--- src/rtl/wdt_pkg.sv ---
package wdt_pkg;
  typedef enum logic {
    SEL_COUNT = 1'b0,
    SEL_CTRL  = 1'b1
  } reg_sel_e;

  localparam int CTRL_EN_BIT   = 7;
  localparam int CTRL_FLAG_BIT = 3;
endpackage

--- src/rtl/wdt_keygate.sv ---
module wdt_keygate #(
  parameter int KEY_W = 8,
  parameter logic [KEY_W-1:0] CNT_KEY  = 8'h5A,
  parameter logic [KEY_W-1:0] CTRL_KEY = 8'hA5
) (
  input  logic             clk,
  input  logic             rst_n,
  input  logic             wr_en,
  input  wdt_pkg::reg_sel_e wr_sel,
  input  logic [KEY_W-1:0] wr_key,
  output logic             acc_cnt,
  output logic             acc_ctrl,
  output logic             bad_key
);
  logic key_ok;
  logic reject;

  always_comb begin
    key_ok = (wr_sel == wdt_pkg::SEL_COUNT) ? (wr_key == CNT_KEY)
                                            : (wr_key == CTRL_KEY);
    acc_cnt  = wr_en && key_ok && (wr_sel == wdt_pkg::SEL_COUNT);
    acc_ctrl = wr_en && key_ok && (wr_sel == wdt_pkg::SEL_CTRL);
    reject   = wr_en && !key_ok;
  end

  always_ff @(posedge clk) begin
    if (!rst_n)      bad_key <= 1'b0;
    else if (reject) bad_key <= 1'b1;
  end


  bad_key_raise_chk: assert property (@(posedge clk) disable iff (!rst_n)
    (wr_en && !acc_cnt && !acc_ctrl) |=> bad_key);
endmodule

--- src/rtl/wdt_prescaler.sv ---
module wdt_prescaler #(
  parameter int MIN_LOG = 5,
  parameter int SEL_W   = 3
) (
  input  logic             clk,
  input  logic             rst_n,
  input  logic             run,
  input  logic             clr,
  input  logic [SEL_W-1:0] sel,
  output logic             tap_hit
);
  localparam int N_TAPS = 1 << SEL_W;
  localparam int PRE_W  = MIN_LOG + N_TAPS - 1;

  logic [PRE_W-1:0]  pre_q;
  logic [N_TAPS-1:0] term;

  always_ff @(posedge clk) begin
    if (!rst_n)   pre_q <= '0;
    else if (clr) pre_q <= '0;
    else if (run) pre_q <= pre_q + PRE_W'(1);
  end

  for (genvar t = 0; t < N_TAPS; t++) begin : g_tap
    assign term[t] = &pre_q[MIN_LOG+t-1:0];
  end

  assign tap_hit = term[sel];


  pre_hold_chk: assert property (@(posedge clk) disable iff (!rst_n)
    (!run && !clr) |=> $stable(pre_q));
endmodule

--- src/rtl/wdt_counter.sv ---
module wdt_counter #(
  parameter int CNT_W = 8
) (
  input  logic             clk,
  input  logic             rst_n,
  input  logic             load,
  input  logic [CNT_W-1:0] load_val,
  input  logic             step,
  output logic [CNT_W-1:0] cnt_q,
  output logic             wrap,
  output logic             ovf_pulse
);
  localparam logic [CNT_W-1:0] TOP = '1;

  assign wrap = step && !load && (cnt_q == TOP);

  always_ff @(posedge clk) begin
    if (!rst_n) begin
      cnt_q     <= '0;
      ovf_pulse <= 1'b0;
    end else begin
      ovf_pulse <= wrap;
      if (load)      cnt_q <= load_val;
      else if (step) cnt_q <= cnt_q + CNT_W'(1);
    end
  end


  pulse_single_chk: assert property (@(posedge clk) disable iff (!rst_n)
    ovf_pulse |=> !ovf_pulse);

  load_wins_chk: assert property (@(posedge clk) disable iff (!rst_n)
    load |=> (cnt_q == $past(load_val)) && !ovf_pulse);

  cnt_hold_chk: assert property (@(posedge clk) disable iff (!rst_n)
    (!load && !step) |=> $stable(cnt_q));
endmodule

--- src/rtl/wdt_ctrl_reg.sv ---
module wdt_ctrl_reg #(
  parameter int SEL_W = 3
) (
  input  logic             clk,
  input  logic             rst_n,
  input  logic             wr,
  input  logic [7:0]       wdata,
  input  logic             wrap,
  output logic             en,
  output logic [2:0]       spare,
  output logic             flag,
  output logic [SEL_W-1:0] sel
);
  always_ff @(posedge clk) begin
    if (!rst_n) begin
      en    <= 1'b0;
      spare <= '0;
      flag  <= 1'b0;
      sel   <= '0;
    end else begin
      if (wr) begin
        en    <= wdata[wdt_pkg::CTRL_EN_BIT];
        spare <= wdata[6:4];
        sel   <= wdata[SEL_W-1:0];
      end
      flag <= wrap || (flag && !(wr && !wdata[wdt_pkg::CTRL_FLAG_BIT]));
    end
  end


  flag_set_src_chk: assert property (@(posedge clk) disable iff (!rst_n)
    $rose(flag) |-> $past(wrap));

  flag_clr_src_chk: assert property (@(posedge clk) disable iff (!rst_n)
    $fell(flag) |-> $past(wr) && !$past(wdata[wdt_pkg::CTRL_FLAG_BIT]));
endmodule

--- src/rtl/keyed_wdt.sv ---
module keyed_wdt #(
  parameter int CNT_W   = 8,
  parameter int SEL_W   = 3,
  parameter int MIN_LOG = 5,
  parameter logic [7:0] CNT_KEY  = 8'h5A,
  parameter logic [7:0] CTRL_KEY = 8'hA5
) (
  input  logic        clk,
  input  logic        rst_n,
  input  logic        wr_en,
  input  logic        wr_addr,
  input  logic [15:0] wr_data,
  input  logic        rd_addr,
  output logic [7:0]  rd_data,
  output logic        ovf_pulse,
  output logic        bad_key
);
  import wdt_pkg::*;

  logic             acc_cnt, acc_ctrl;
  logic             en, flag, tap_hit, step, wrap;
  logic [2:0]       spare;
  logic [SEL_W-1:0] sel;
  logic [CNT_W-1:0] cnt_q;
  reg_sel_e         wsel;

  assign wsel = reg_sel_e'(wr_addr);

  wdt_keygate #(.KEY_W(8), .CNT_KEY(CNT_KEY), .CTRL_KEY(CTRL_KEY)) u_gate (
    .clk(clk), .rst_n(rst_n), .wr_en(wr_en), .wr_sel(wsel),
    .wr_key(wr_data[15:8]), .acc_cnt(acc_cnt), .acc_ctrl(acc_ctrl),
    .bad_key(bad_key));

  wdt_ctrl_reg #(.SEL_W(SEL_W)) u_ctrl (
    .clk(clk), .rst_n(rst_n), .wr(acc_ctrl), .wdata(wr_data[7:0]),
    .wrap(wrap), .en(en), .spare(spare), .flag(flag), .sel(sel));

  wdt_prescaler #(.MIN_LOG(MIN_LOG), .SEL_W(SEL_W)) u_pre (
    .clk(clk), .rst_n(rst_n), .run(en), .clr(acc_ctrl), .sel(sel),
    .tap_hit(tap_hit));

  assign step = en && tap_hit && !acc_ctrl;

  wdt_counter #(.CNT_W(CNT_W)) u_cnt (
    .clk(clk), .rst_n(rst_n), .load(acc_cnt), .load_val(wr_data[CNT_W-1:0]),
    .step(step), .cnt_q(cnt_q), .wrap(wrap), .ovf_pulse(ovf_pulse));

  always_comb begin
    if (reg_sel_e'(rd_addr) == SEL_CTRL)
      rd_data = {en, spare, flag, 3'(sel)};
    else
      rd_data = 8'(cnt_q);
  end


  ctrl_load_chk: assert property (@(posedge clk) disable iff (!rst_n)
    acc_ctrl |=> (en == $past(wr_data[7])) && (sel == $past(wr_data[SEL_W-1:0])));

  reject_keeps_cnt_chk: assert property (@(posedge clk) disable iff (!rst_n)
    (wr_en && !acc_cnt && !acc_ctrl && !step) |=> $stable(cnt_q));
endmodule

--- config.mk ---
export PLATFORM = sky130hd
export DESIGN_NAME = keyed_wdt
export DESIGN_NICKNAME = d
export VERILOG_FILES = /design/src/rtl/wdt_pkg.sv /design/src/rtl/wdt_keygate.sv /design/src/rtl/wdt_prescaler.sv /design/src/rtl/wdt_counter.sv /design/src/rtl/wdt_ctrl_reg.sv /design/src/rtl/keyed_wdt.sv
export SDC_FILE = /design/constraint.sdc
export NUM_CORES = 1
export LEC_CHECK = 0
export BUFFER_PORTS_ARGS = -buffer_cell sky130_fd_sc_hd__buf_4
export CORE_MARGIN = 1.5
export CORE_UTILIZATION = 50
export CTS_CLUSTER_DIAMETER = 80
export CTS_CLUSTER_SIZE = 30
export DETAILED_ROUTE_END_ITERATION = 10
export PLACE_DENSITY = 0.73
export REMOVE_ABC_BUFFERS = 1
export SLEW_MARGIN = 5
export SYNTH_ARGS = -nofsm -noshare
export SYNTH_HDL_FRONTEND = slang
export SYNTH_SLANG_ARGS = --single-unit
--- constraint.sdc ---
create_clock -name clk -period 3.88 [get_ports clk]
set_input_delay 0.97 -clock clk [delete_from_list [all_inputs] [get_ports clk]]
set_output_delay 0.97 -clock clk [all_outputs]
set_load 0.02 [all_outputs]
---- Word-level counts from Yosys, hierarchy flattened ----
Index checks and enable logic that the tools add are counted.
storage, ports and cells
  bits in registers ....................... 30
  input port bits ......................... 21
  output and inout port bits .............. 10
  word-level logic and storage cells ...... 48
cells by class
  equal/unequal tests ..................... 3
  $lt $le $gt $ge ......................... 1
  add/subtract/negate cells ............... 2
  reductions and logical operators ........ 26
  mux-type cells .......................... 6
  bitwise gates (word level) .............. 2
operators with widths
  operator                                                    number
  two-way mux 8 bit                                           3
  equality test 8 bit, second input constant                  2
  adder 12 x 1 -> 12 bit, second input constant               1
  AND reduction 12 bit                                        1
  AND reduction 11 bit                                        1
  logical AND 1 bit                                           10
  AND reduction 10 bit                                        1
  AND reduction 9 bit                                         1
  adder 8 x 1 -> 8 bit, second input constant                 1
  equality test 8 x 7 -> 1 bit, second input constant         1
  AND reduction 8 bit                                         1
  AND reduction 7 bit                                         1
  AND reduction 6 bit                                         1
  zero test 1 bit                                             5
  AND reduction 5 bit                                         1
  less-than comparator 3 x 4 -> 1 bit, second input constant  1
  binary-select mux 1 bit (select 3 bit)                      1
  two-way mux 1 bit                                           2
  NOT 1 bit                                                   2
  nonzero test 2 bit                                          1
  OR reduction 2 bit                                          1
  logical OR 1 bit                                            1

---- Longest topological paths before layout ----
Gate-level depths: netlist (run 1).
  word-level depth ........................ 9
  mapped depth ............................ 10
  depth with buffers taken out ............ 9

---- Hierarchy ----
Synthesis (run 1) repeated with hierarchy kept, for this count alone.
unflattened totals
  cells, all modules ...................... 173
  area total of the unflattened synthesis .. 1,667.8 µm²
by module, submodules not included
  module         area each (µm²)  instances  cells an instance  sequential area each (µm²)
  wdt_prescaler  608.1            1          70                 240.2
  wdt_counter    509.2            1          55                 180.2
  wdt_ctrl_reg   306.5            1          26                 160.2
  keyed_wdt      140.1            1          10                 0.0
  wdt_keygate    103.8            1          12                 20.0

---- Least setup slack after synthesis (run 1) ----
OpenSTA, ideal clock, no wires.
  path type ............................... input to output
  start ................................... input rd_addr
  end ..................................... output rd_data[3]
  data required time ...................... 2.910 ns
  cell stages on the path ................. 2
  arrival time ............................ 1.671 ns
  buffers on the path ..................... 1
  setup slack ............................. 1.239 ns
  path through ............................ clkbuf_1 o21ai_0
between the ends
  longest elaborated chain between the ends .. 1
ends and longest elaborated chain
  element             RTL line         text
  start: declaration  keyed_wdt.sv:13  input logic rd_addr,
  two-way mux 8 bit   keyed_wdt.sv:49  if (reg_sel_e'(rd_addr) == SEL_CTRL)
  end: declaration    keyed_wdt.sv:14  output logic [7:0] rd_data,
Every way passes these cells.

---- Final worst setup path (run 1) ----
  start ................................... input rd_addr
  end ..................................... output rd_data[4]
Same word-level chain as after synthesis.

==> impl_results.md, run 1 <==
* Core footprint at 3310 µm²
* Total of warnings raised by yosys at 0
* Final critical path time including I/O delays and setup at 2.60 ns
* Proportion of netlist area held by the largest area contributor at 35.0%
* Overflow left after global routing at 0
* Capture point of the worst reg-to-reg path: u_cnt.cnt_q[2]$_SDFFE_PN0P_
* Type of the worst setup path: in2out
* Sum Neg Setup Slack at 0 ns
* Total number of placement rows at 21
* Most prevalent standard cell on the critical path: buf_4
* Worst setup slack before clock tree synthesis at 1.22 ns
* Final Hold Violating Endpoints at 0
* Standard cell area after detailed placement at 1980 µm²
* # nets final at 257
* List of cells traversed by the critical path: buf_4, mux2_2, buf_4
* Clock skew after layout at 0.0179 ns
* Post-CTS Hold Buffers at 0
* Post-synthesis cell count at 201
* Data required time of the worst path at 2.91 ns
* Deepest clock path buffer count at 2
* Clock network latency to the later pin of the worst-skew pair at 0.34 ns
* Most numerous cell in the Yosys netlist: dfxtp_1
* Part of the total power dissipated in sequential elements at 57.1%
* Critical path launch point type: primary input
* Total of cells resized after clock tree synthesis at 0
* Inserted Clock Buffers at 5
* Area contributors post-synth: dfxtp_1 (35%), mux2i_1 (5.2%), nor2_1 (5.2%)
* # diodes at 0
* Post-CTS Repair Setup Buffers at 0
* Relative slew margins at 39.0%
* Weighted congestion at the end of routability-driven global placement at 0.832
* Total of endpoints with negative setup slack in the final report at 0
* Mean post-synth cell area at 8.54 µm²
* Data arrival time of the worst path at 1.63 ns
* Aggregate global-route resource usage at 22.9%
* I/O Buffers at 30
* CTS tree: yes
* Met1 demand-to-capacity share in global routing at 28.1%
* Non-filler instance count after layout at 279
* Number of storage elements in the synthesis netlist at 30
* Setup WS post-layout at 1.28 ns
* Startpoint of the most critical setup path: rd_addr
* Element type at the critical path end: output port
* Pin count of the biggest net entering global routing at 14
* Period utilisation layout at 67.0%
* Run status: finished clean
* Unrepaired setup endpoints after global routing: false
* Fraction of met2 tracks used by global routing at 38.2%
* Routed vias at 1,585
* Level count of the clock H-tree at 2
* Timing endpoint of the critical path: rd_data[4]
* Count of final max-slew check failures at 0
* Worst Max-Slew Pin Slew at 0.908 ns
* Area growth, synth to finish at 18.9%
* Mean routed wirelength per cell at 13.7 µm
* Number of inserted filler cells in the final layout at 320
* Initial core utilization at 51.9%
* Sequential share of the synthesized area at 35.0%
* Proportion of layout cells with a drive suffix above 1 at 24.5%
* Number of global-route vias before repair at 1,432
* Power density over the cells at 267 nW/µm²
* Levels on crit path at 3
* Post-DP HPWL at 2830 µm
* Switching fraction of total power at 23.4%
* P_leak at 0.828 nW
* R2R Path Start: u_pre.pre_q[0]$_SDFFE_PP0P_
* Top Ports at 31
* Cells after DPL at 271
* Standard cell with the maximum stage delay on the critical path: mux2_2
* Overall routed net length at 3830 µm
* Horiz. Die Dim at 61.6 µm
* Buffer type at the clock tree root: clkbuf_4
* Post-synthesis async set-or-reset flop share at 0%
* Logic pwr share at 7.2%
* GR peak layer: met2
* Setup slack of the most critical reg-to-reg path at 1.63 ns
* Max Fanout on Critical Path at 9
* Ys flop type: dfxtp_1
* Routed via count divided by cell count at 5.68
* Peak supply drop at 0.195 mV
* Met3 Track Usage GR at 6.30%
* Internal Pwr Total at 0.000418 W
* Library cell occupying the most area in the post-synthesis netlist: dfxtp_1
* Clock transition at the registers of the reported paths at 0.10 ns
* Top cell types by occurrence after synthesis: dfxtp_1 (30), nor2_1 (24), nand3_1 (14), nand2_1 (13), mux2i_1 (9)
* Clock share of power at 35.7%
* R2r worst-path depth at 9
* Min-delay worst type: reg2reg
* Post-route standard cell area excluding fillers at 2040 µm²
* Area of the mapped netlist at 1720 µm²
* Count of different cell masters after synthesis at 46
* Slowest stage delay, CP at 0.35 ns
* Initial antenna violation count at 0
* Number of design rule violations left after detail routing at 0
* Vert. Die Dim at 61.6 µm
* Antenna viol nets, final at 0
* Top delay family on crit path: multiplexers
* CTS Sinks at 30
* Sw power at 0.000127 W
* First-pass GRT wire length at 6370 µm
* Area of the die at 3790 µm²
* Drt first pass iters at 5
* CP bufs+invs at 2
* Highest Clock Rate at 0.384 GHz
* Initial DRC Count at 112
* Post-synth EDFFs at 0
* Max-cap viol count at 0
[per-stage QoR]
| step | util, % | hold slack [ns] | total power [W] |
|---|---|---|---|
| after global placement | 59.8 | 0.456 | 0.000357 |
| final | 61.6 | 0.489 | 0.000545 |
| after detailed placement | 59.8 | 0.472 | 0.000357 |
| after CTS | 61.6 | 0.487 | 0.000552 |
| after global routing | 61.6 | 0.529 | 0.000569 |
| after floorplan | - | 0.454 | 0.000332 |
[final cells by class]
cell class,count,area (µm²),area share [%]
clock buffer,7,55.1,2.70
clock inverter,1,5.00,0.245
inverter,6,22.5,1.10
multi-input combinational,156,1050,51.6
sequential,30,601,29.4
tap,46,57.6,2.82
timing repair buffer,33,248,12.1
[how the worst min path moves through the flow]
stage | start | end | slack (ns) | cells after the start
after global routing | u_ctrl.flag$_SDFF_PN0_ | u_ctrl.flag$_SDFF_PN0_ | 0.53 | 2
after floorplan | u_ctrl.flag$_SDFF_PN0_ | u_ctrl.flag$_SDFF_PN0_ | 0.45 | 2
after global placement | u_gate.bad_key$_SDFFE_PN0P_ | u_gate.bad_key$_SDFFE_PN0P_ | 0.46 | 2
after detailed placement | u_ctrl.flag$_SDFF_PN0_ | u_ctrl.flag$_SDFF_PN0_ | 0.47 | 2
final | u_ctrl.flag$_SDFF_PN0_ | u_ctrl.flag$_SDFF_PN0_ | 0.49 | 2
after CTS | u_ctrl.flag$_SDFF_PN0_ | u_ctrl.flag$_SDFF_PN0_ | 0.49 | 2
[power by group through the flow]
stage	clock network, W	registers, W	logic (W)
2_1_floorplan	0	0.000319	0.0000130
3_3_place_gp	0	0.000318	0.0000390
3_5_place_dp	0	0.000318	0.0000392
4_1_cts	0.000202	0.000311	0.0000393
5_1_grt	0.000214	0.000311	0.0000434
6_report	0.000195	0.000311	0.0000391
[sequential cells by signal (all words and copies together) (netlist names)]
signal           cells
u_ctrl.flag          1
u_cnt.ovf_pulse      1
u_cnt.cnt_q          8
u_gate.bad_key       1
u_ctrl.en            1
u_ctrl.sel           3
u_pre.pre_q         12
u_ctrl.spare         3
[logic make-up after synthesis]
logic type,after synthesis,synth area share [%]
and+or+nand+nor,92,30.1
AOI/OAI and AO/OA,35,13.8
DFF,30,35.0
muxes,16,9.84
buffers and inverters,15,3.72
xor gates and xnor gates,9,4.59
adders and majority gates,4,2.92
[tightest hold or removal path, stage by stage, from the launching register on]
cell,delay (ns)
dfxtp_1,0.32
o21ai_0,0.07
a21oi_1,0.06
[cell usage in the layout (no fill, tap or decap), types with 6 or more instances in the layout]
master / count
a31oi_1: 7
buf_4: 33
dfxtp_1: 30
inv_1: 6
mux2_2: 7
mux2i_1: 9
nand2_1: 13
nand3_1: 14
nand4_1: 8
nor2_1: 24
o21ai_0: 7
xor2_1: 6
[per-layer routing]
metal  part of all wire [%]  vias up
met5                      0        -
met3                    5.0        5
met4                    1.5        0
li1                       -      806
met1                     45      739
met2                     48       35
(Power assumes the default switching activity.)
==> run 2: changes to the inputs <==
--- a/config.mk
+++ b/config.mk
@@ -11,7 +11,7 @@
 export CTS_CLUSTER_DIAMETER = 80
 export CTS_CLUSTER_SIZE = 30
 export DETAILED_ROUTE_END_ITERATION = 10
-export PLACE_DENSITY = 0.73
+export PLACE_DENSITY = 0.76
 export REMOVE_ABC_BUFFERS = 1
 export SLEW_MARGIN = 5
 export SYNTH_ARGS = -nofsm -noshare
==> constraint.sdc (replaced) <==
create_clock -name clk -period 2.12 [get_ports clk]
set_input_delay 0.53 -clock clk [delete_from_list [all_inputs] [get_ports clk]]
set_output_delay 0.53 -clock clk [all_outputs]
set_load 0.02 [all_outputs]
==> impl_results.md, run 2 (synthesis gave the netlist of run 1 again) <==
* Standard cell with the maximum stage delay on the critical path: or4_4 (was mux2_2)
* Weighted congestion at the end of routability-driven global placement at 0.851 (was 0.832)
* Setup slack of the most critical reg-to-reg path at 0.09 ns (was 1.63 ns)
* Overall routed net length at 3880 µm (was 3830 µm)
* Clock network latency to the later pin of the worst-skew pair at 0.33 ns (was 0.34 ns)
* Initial core utilization at 51.9% (unchanged)
* List of cells traversed by the critical path: ha_2, nand2_1, or4_4, and3_4, or4_1, a31oi_1 (was buf_4, mux2_2, buf_4)
* Run status: finished clean (unchanged)
* Most common cell after layout, fill and taps aside: buf_4 (unchanged)
* Critical path launch point type: flip-flop (was primary input)
* R2r worst-path depth at 6 (was 9)
* Max-cap viol count at 0 (unchanged)
* Capture point of the worst reg-to-reg path: u_cnt.cnt_q[2]$_SDFFE_PN0P_ (unchanged)
* Worst Max-Slew Pin Slew at 0.440 ns (was 0.908 ns)
* Type of the worst setup path: reg2reg (was in2out)
* Number of design rule violations left after detail routing at 0 (unchanged)
* Level count of the clock H-tree at 2 (unchanged)
* Non-filler instance count after layout at 292 (was 279)
* Element type at the critical path end: flip-flop (was output port)
* Overflow left after global routing at 0 (unchanged)
* Standard cell area after detailed placement at 2060 µm² (was 1980 µm²)
* First-pass GRT wire length at 6240 µm (was 6370 µm)
* Routed vias at 1,644 (was 1,585)
* Cells after DPL at 281 (was 271)
* CTS tree: yes (unchanged)
* Initial DRC Count at 141 (was 112)
* Clock skew after layout at 0.00522 ns (was 0.0179 ns)
* Final standard cell utilization of the core at 65.1% (was 61.6%)
* Min-delay worst type: in2reg (was reg2reg)
* Count of final max-slew check failures at 0 (unchanged)
* Period utilisation layout at 95.9%
* P_leak at 0.893 nW (was 0.828 nW)
* Horiz. Die Dim at 61.6 µm (unchanged)
* Clock transition at the registers of the reported paths at 0.09 ns (was 0.10 ns)
* Area used by multi-input combinational logic at 1070 µm² (was 1050 µm²)
* Flip-flop count of the largest register, all copies and words added at 12 (unchanged)
* Worst Hold Slack at 0.434 ns (was 0.489 ns)
* Antenna viol nets, final at 0 (unchanged)
* Total number of placement rows at 21 (unchanged)
* R2R Path Start: u_pre.pre_q[0]$_SDFFE_PP0P_ (unchanged)
* Highest Clock Rate at 0.492 GHz
* End point of the most critical hold path: u_ctrl.spare[1]$_SDFFE_PN0P_ (was u_ctrl.flag$_SDFF_PN0_)
* I/O Buffers at 30 (unchanged)
* Biggest registers after layout: u_pre.pre_q x12, u_cnt.cnt_q x8 (unchanged)
* Inserted Clock Buffers at 5 (unchanged)
* Largest register by flop count: u_pre.pre_q (unchanged)
* Total of endpoints with negative setup slack in the final report at 0 (unchanged)
* Initial antenna violation count at 0 (unchanged)
* Slowest stage delay, CP at 0.52 ns (was 0.35 ns)
* Number of inserted filler cells in the final layout at 276 (was 320)
* Area of the die at 3790 µm² (unchanged)
* Routed via count divided by cell count at 5.63 (was 5.68)
* Deepest clock path buffer count at 2 (unchanged)
* Final Hold Violating Endpoints at 0 (unchanged)
* Number of global-route vias before repair at 1,442 (was 1,432)
* Worst Min Path Start: wr_data[5] (was u_ctrl.flag$_SDFF_PN0_)
* Peak supply drop at 0.373 mV (was 0.195 mV)
* Power density over the cells at 463 nW/µm² (was 267 nW/µm²)
* Data required time of the worst path at 2.39 ns (was 2.91 ns)
* Data arrival time of the worst path at 2.30 ns (was 1.63 ns)
* FF+latch area at 603 µm² (was 601 µm²)
* Aggregate global-route resource usage at 22.2% (was 22.9%)
* Final critical path time including I/O delays and setup at 2.03 ns
* Core footprint at 3310 µm² (unchanged)
* # diodes at 0 (unchanged)
* Sum Neg Setup Slack at 0 ns (unchanged)
* Drt first pass iters at 4 (was 5)
* # nets final at 270 (was 257)
* Max Fanout on Critical Path at 7 (was 9)
* Relative slew margins at 70.7% (was 39.0%)
* Top Ports at 31 (unchanged)
* Buffer type at the clock tree root: clkbuf_4 (unchanged)
* Area growth, synth to finish at 25.6% (was 18.9%)
* Cell depth of the worst min-delay path at 3 (was 2)
* Proportion of layout cells with a drive suffix above 1 at 30.5% (was 24.5%)
* CTS Sinks at 30 (unchanged)
* Vert. Die Dim at 61.6 µm (unchanged)
* Post-DP HPWL at 2820 µm (was 2830 µm)
* Pin count of the biggest net entering global routing at 23 (was 14)
* Mean routed wirelength per cell at 13.3 µm (was 13.7 µm)
* Most frequent cells in the layout: buf_4 (45), dfxtp_1 (28), nor2_1 (23) (was buf_4 (33), dfxtp_1 (30), nor2_1 (24))
* Post-route standard cell area excluding fillers at 2160 µm² (was 2040 µm²)
## run 2: timing repair
action                     4_1_cts  5_1_grt
pin swaps                        0        2
hold buffers                     0        0
buffers inserted                 1        1
gates cloned                     0        1
gates resized for setup          0        7
setup endpoints to repair        1        8
## run 2: where the power goes
group	total, W	internal [W]	switching [W]
clock	0.000357	0.000160	0.000197
combinational	0.0000716	0.0000378	0.0000338
sequential	0.000569	0.000566	0.00000309
## run 2: how the worst max path moves through the flow
stage | endpoint | startpoint | slack (ns) | depth (start not counted)
global placement | u_cnt.cnt_q[2]$_SDFFE_PN0P_ | u_pre.pre_q[0]$_SDFFE_PP0P_ | 0.08 | 9
floorplan | u_ctrl.flag$_SDFF_PN0_ | wr_data[14] | -0.05 | 5
CTS | u_cnt.cnt_q[2]$_SDFFE_PN0P_ | u_pre.pre_q[0]$_SDFFE_PP0P_ | 0.005 | 9
detailed placement | u_cnt.cnt_q[2]$_SDFFE_PN0P_ | u_pre.pre_q[0]$_SDFFE_PP0P_ | 0.03 | 9
finish | u_cnt.cnt_q[2]$_SDFFE_PN0P_ | u_pre.pre_q[0]$_SDFFE_PP0P_ | 0.09 | 6
global route | u_cnt.cnt_q[2]$_SDFFE_PN0P_ | u_pre.pre_q[1]$_SDFFE_PP0P_ | -0.03 | 9
## run 2: final cells by class
class,instances,area share (%)
timing repair buffer,45,15.7
inverter,6,1.04
clock inverter,1,0.232
sequential,30,28.0
clock buffer,7,2.55
multi-input combinational,157,49.9
tap,46,2.67
## run 2: metal layers
layer	part of all wire [%]	GRT usage, %	vias up	routed length (µm)
li1	-	-	834	-
met1	44	26.8	761	1710
met2	50	38.5	45	1930
met3	5.5	5.88	4	212
met4	0.64	6.99	0	25
met5	0	0	-	0
## run 2: stage by stage
| step | setup slack, ns | power (W) |
|---|---|---|
| 2_1_floorplan | -0.0509 | 0.000607 |
| 3_3_place_gp | 0.0805 | 0.000653 |
| 3_5_place_dp | 0.0255 | 0.000654 |
| 4_1_cts | 0.00482 | 0.00101 |
| 5_1_grt | -0.0265 | 0.00105 |
| 6_report | 0.0867 | 0.000998 |
## run 2: critical path: cells and delay by family, from the launching register on
kind,cells,cell delay [ns]
DFF,1,0.34
and+or+nand+nor,4,1.28
adders and majority gates,1,0.19
AOI/OAI and AO/OA,1,0.16
